**config.mk**
```make
export PLATFORM = sky130hd
export DESIGN_NAME = wr_burst_planner
export DESIGN_NICKNAME = d
export VERILOG_FILES = /design/src/rtl/wr_burst_planner.sv
export SDC_FILE = /design/constraint.sdc
export NUM_CORES = 1
export LEC_CHECK = 0
export BUFFER_PORTS_ARGS = -buffer_cell sky130_fd_sc_hd__buf_2
export CAP_MARGIN = 10
export CORE_MARGIN = 5
export CORE_UTILIZATION = 45
export DETAILED_ROUTE_END_ITERATION = 6
export PLACE_DENSITY_LB_ADDON = 0.12
export SYNTH_ARGS = -nofsm -noshare
export SYNTH_HDL_FRONTEND = slang
export SYNTH_SLANG_ARGS = --single-unit
```
**constraint.sdc**
```tcl
create_clock -name clk -period 13.1 [get_ports clk]
set_clock_uncertainty 0.05 [all_clocks]
set_input_delay 1.31 -clock clk [delete_from_list [all_inputs] [get_ports clk]]
set_output_delay 1.31 -clock clk [all_outputs]
set_load 0.02 [all_outputs]
```
**src/rtl/wr_burst_planner.sv**
```systemverilog
module wr_burst_planner #(
  parameter int ADDR_W = 32,
  parameter int CNT_W  = 16
) (
  input  logic              clk,
  input  logic              rst_n,
  input  logic              req_valid,
  input  logic [ADDR_W-1:0] req_addr,
  input  logic [CNT_W-1:0]  req_dwords,
  input  logic [7:0]        line_dw,
  input  logic              inv_en,
  output logic              busy,
  output logic              burst_valid,
  output logic [3:0]        burst_cmd,
  output logic [ADDR_W-1:0] burst_addr,
  output logic [CNT_W-1:0]  burst_len,
  input  logic              resp_valid,
  input  logic [CNT_W-1:0]  resp_count,
  output logic              done
);
  localparam int DW_W = ADDR_W - 2;
  localparam logic [3:0] CMD_MW  = 4'b0111;
  localparam logic [3:0] CMD_MWI = 4'b1111;

  logic              busy_q, done_q, cls16_q, mwi_ok_q;
  logic [DW_W-1:0]   cur_q;
  logic [CNT_W-1:0]  rem_q;

  logic [3:0]       mask, off;
  logic [CNT_W-1:0] to_bnd, whole, len, acc;
  logic             use_mwi;

  assign mask    = cls16_q ? 4'hF : 4'h7;
  assign off     = cur_q[3:0] & mask;
  assign to_bnd  = (cls16_q ? CNT_W'(16) : CNT_W'(8)) - CNT_W'(off);
  assign whole   = rem_q & ~CNT_W'(mask);
  assign use_mwi = mwi_ok_q && off == 4'd0 && whole != '0;
  assign len     = use_mwi ? whole :
                   (mwi_ok_q && off != 4'd0 && rem_q > to_bnd) ? to_bnd : rem_q;
  assign acc     = (resp_count > len) ? len : resp_count;

  assign busy        = busy_q;
  assign burst_valid = busy_q;
  assign burst_cmd   = use_mwi ? CMD_MWI : CMD_MW;
  assign burst_addr  = {cur_q, 2'b00};
  assign burst_len   = len;
  assign done        = done_q;

  always_ff @(posedge clk) begin
    if (!rst_n) begin
      busy_q   <= 1'b0;
      done_q   <= 1'b0;
      cls16_q  <= 1'b0;
      mwi_ok_q <= 1'b0;
      cur_q    <= '0;
      rem_q    <= '0;
    end else begin
      done_q <= 1'b0;
      if (!busy_q) begin
        if (req_valid && req_dwords != '0) begin
          busy_q   <= 1'b1;
          cur_q    <= req_addr[ADDR_W-1:2];
          rem_q    <= req_dwords;
          cls16_q  <= (line_dw == 8'd16);
          mwi_ok_q <= inv_en && (line_dw == 8'd8 || line_dw == 8'd16);
        end
      end else if (resp_valid && acc != '0) begin
        cur_q <= cur_q + DW_W'(acc);
        rem_q <= rem_q - acc;
        if (rem_q == acc) begin
          busy_q <= 1'b0;
          done_q <= 1'b1;
        end
      end
    end
  end
endmodule


```
==> flow_summary.json <==
{
  "ant_nets": 0,
  "viasPerCell": 5.96,
  "htreeDepth": 2,
  "die_area_um2": 14500,
  "grt-ovfl-total": 0,
  "grt_pass1_vias": 5570,
  "syn_avg_cell_area_um2": 7.79,
  "power.total_mw": 0.769,
  "clockBufferDepth": 2,
  "cts_resized": 0,
  "synth_area_leader_cell": "dfxtp_1",
  "max-vdd-ir-drop_v": 0.0000738,
  "critPathKind": "flop to flop",
  "ctsHoldBuffers": 0,
  "async_flop_share": 0,
  "fp-row-count": 40,
  "diodes": 0,
  "grt_max_degree": 46,
  "die_w_um": 120,
  "die_h_um": 120,
  "synth_top_area_share": 0.183,
  "netlist_area_um2": 5470,
  "ys_seq_area_frac": 0.183,
  "synth_edf_count": 0,
  "ys.flop_type": "dfxtp_1",
  "cp.required_ps": 13290,
  "drt_first_pass_iters": 5,
  "wl_per_cell_um": 18.5,
  "cts_tree": "built",
  "initial_core_util": 0.457,
  "synth_seq_cells": 50,
  "critical_path_buf_inv_count": 4,
  "gp_congestion": 0.914,
  "layout-drive-gt1-share": 0.221,
  "ios": 132,
  "tightest_slew_ps": 962,
  "ys_top_cells_by_count": "nor2_1, ha_1, nand2_1",
  "rsz0062_at_grt": "false",
  "yosysWarnings": 0,
  "final_nets": 961,
  "via_count": 5757,
  "powerDensity_nw_per_um2": 121,
  "antenna_found_initial": 1,
  "yosysMostFrequentCell": "nor2_1",
  "end_kind": "flop",
  "slew_headroom": 0.356,
  "hp-class": "flop to flop",
  "power_leakage_nw": 2.94,
  "slowest_stage": "o41a_2",
  "fmax_mhz": 128,
  "syn_inst": 702,
  "grtUsageTotal": 0.237,
  "cts_buffers": 5,
  "crit_arrival_ps": 8000,
  "ys_types": 73,
  "port_buffers": 124,
  "fin_tns_setup_ps": 0,
  "path_delay_family": "compound AO/OA/AOI/OAI gates",
  "root_buffer": "clkbuf_16",
  "critPathMaxStageDelay_ps": 720,
  "clk_pin_slew_ps": 70,
  "setup_viol": 0,
  "hold_viol": 0,
  "period_share": 0.596,
  "ys_top_cells_by_area": "dfxtp_1, ha_1, nor2_1, a211oi_2, nand2_1",
  "report.final.slew_viol_count": 0,
  "routed_wl_mm": 17.8,
  "cts_sinks": 50,
  "area_growth_pct": 16.2,
  "insertion_delay_ps": 290,
  "fin_crit_ps": 7810,
  "drcViolationCount": 0,
  "initialDrtViolationCount": 299,
  "start_kind": "flop",
  "grt_pass1_wl_mm": 27.5,
  "drv_cap": 0,
  "cts_setup_buffers": 0,
  "outcome": "complete, no violations",
  "rrSetupSlack_ps": 5290,
  "crit_fanout": 23,
  "dp_hpwl_mm": 14.0,
  "core_um2": 12000
}
sequential cells by signal (all words and copies together) (netlist names):
signal,count
cur_q,30
rem_q,16
mwi_ok_q,1
burst_valid,1
cls16_q,1
done,1
stage by stage:
| step | hold WS, ps | cells | util | setup WS [ps] | area (µm²) |
|---|---|---|---|---|---|
| 6_report | 423 | 966 | 0.531 | 5290 | 6350 |
| 5_1_grt | 463 | 966 | 0.531 | 4840 | 6350 |
| 4_1_cts | 427 | 966 | 0.531 | 5460 | 6350 |
| 3_5_place_dp | 419 | 958 | 0.517 | 5480 | 6190 |
| 3_3_place_gp | 417 | 958 | 0.517 | 5600 | 6190 |
| 2_1_floorplan | 434 | 716 | - | 6040 | 5520 |
power breakdown:
group | internal [mW] | switching (mW) | leakage, nW
sequential | 0.169 | 0.0273 | 0.413
clock | 0.0903 | 0.0590 | 0.0771
combinational | 0.173 | 0.251 | 2.45
worst paths after layout:
kind                            startpoint   endpoint  depth (start not counted)
worst max register to register    cur_q[0]  cur_q[22]                         30
worst min-delay path              cur_q[7]   cur_q[7]                          2
worst min register to register    cur_q[7]   cur_q[7]                          2
worst max-delay path              cur_q[0]  cur_q[22]                         30
cell families after synthesis:
kind of cell	count (synthesis)	synth area share
other	2	0.00137
AOI/OAI and AO/OA	195	0.267
buffers and inverters	81	0.0634
adders and majority gates	66	0.154
xor gates and xnor gates	25	0.0400
DFF	50	0.183
muxes	35	0.0675
and+or+nand+nor	248	0.224
cells in the final DEF, fill, tap and decap left out, types with 4 or more instances in the layout:
cell | Yosys | layout
buf_2 | 7 | 124
nor2_1 | 70 | 70
ha_1 | 64 | 64
nand2_1 | 61 | 61
dfxtp_1 | 50 | 49
inv_1 | 48 | 48
a21oi_1 | 45 | 45
o21ai_0 | 26 | 26
nor4_1 | 22 | 22
mux2i_1 | 20 | 20
nand3_1 | 19 | 19
a211oi_2 | 19 | 19
xnor2_1 | 17 | 17
conb_1 | 2 | 16
mux2_2 | 15 | 15
nand4_1 | 12 | 12
nor3_1 | 11 | 11
and3_1 | 11 | 11
nor2b_1 | 10 | 10
o21a_1 | 10 | 10
a211oi_1 | 9 | 9
o22ai_1 | 9 | 9
xor2_1 | 8 | 8
nand2b_1 | 7 | 7
o21ai_1 | 7 | 7
a21o_1 | 7 | 7
and2_1 | 5 | 5
a31oi_1 | 5 | 5
o21bai_1 | 5 | 5
o31ai_1 | 5 | 5
clkbuf_16 | 0 | 5
a21boi_1 | 4 | 4
or3_1 | 4 | 4
a311oi_1 | 4 | 4
worst reg2reg max path, delay by kind of cell, from the launching register on:
family | cells | cell delay [ps]
and+or+nand+nor | 8 | 1940
adders and majority gates | 5 | 1470
AOI/OAI and AO/OA | 12 | 3120
muxes | 1 | 370
DFF | 1 | 460
buffers and inverters | 4 | 360
area by class of cell:
| class | instances | area [µm²] |
|---|---|---|
| Tap cell | 147 | 184 |
| Clock buffer | 6 | 129 |
| Multi-Input combinational cell | 585 | 4170 |
| Inverter | 49 | 184 |
| Clock inverter | 2 | 37.5 |
| Timing Repair Buffer | 127 | 643 |
| Fill cell | 1207 | 5610 |
| Sequential cell | 50 | 1000 |
per-layer routing:
layer	up-vias	wire, µm	GRT usage
met5	-	13	0
met4	2	337	0.0595
met3	29	1050	0.0323
met2	192	8780	0.429
met1	2727	7640	0.296
li1	2807	-	-
Note: power is estimated with default switching activity, not from simulation.
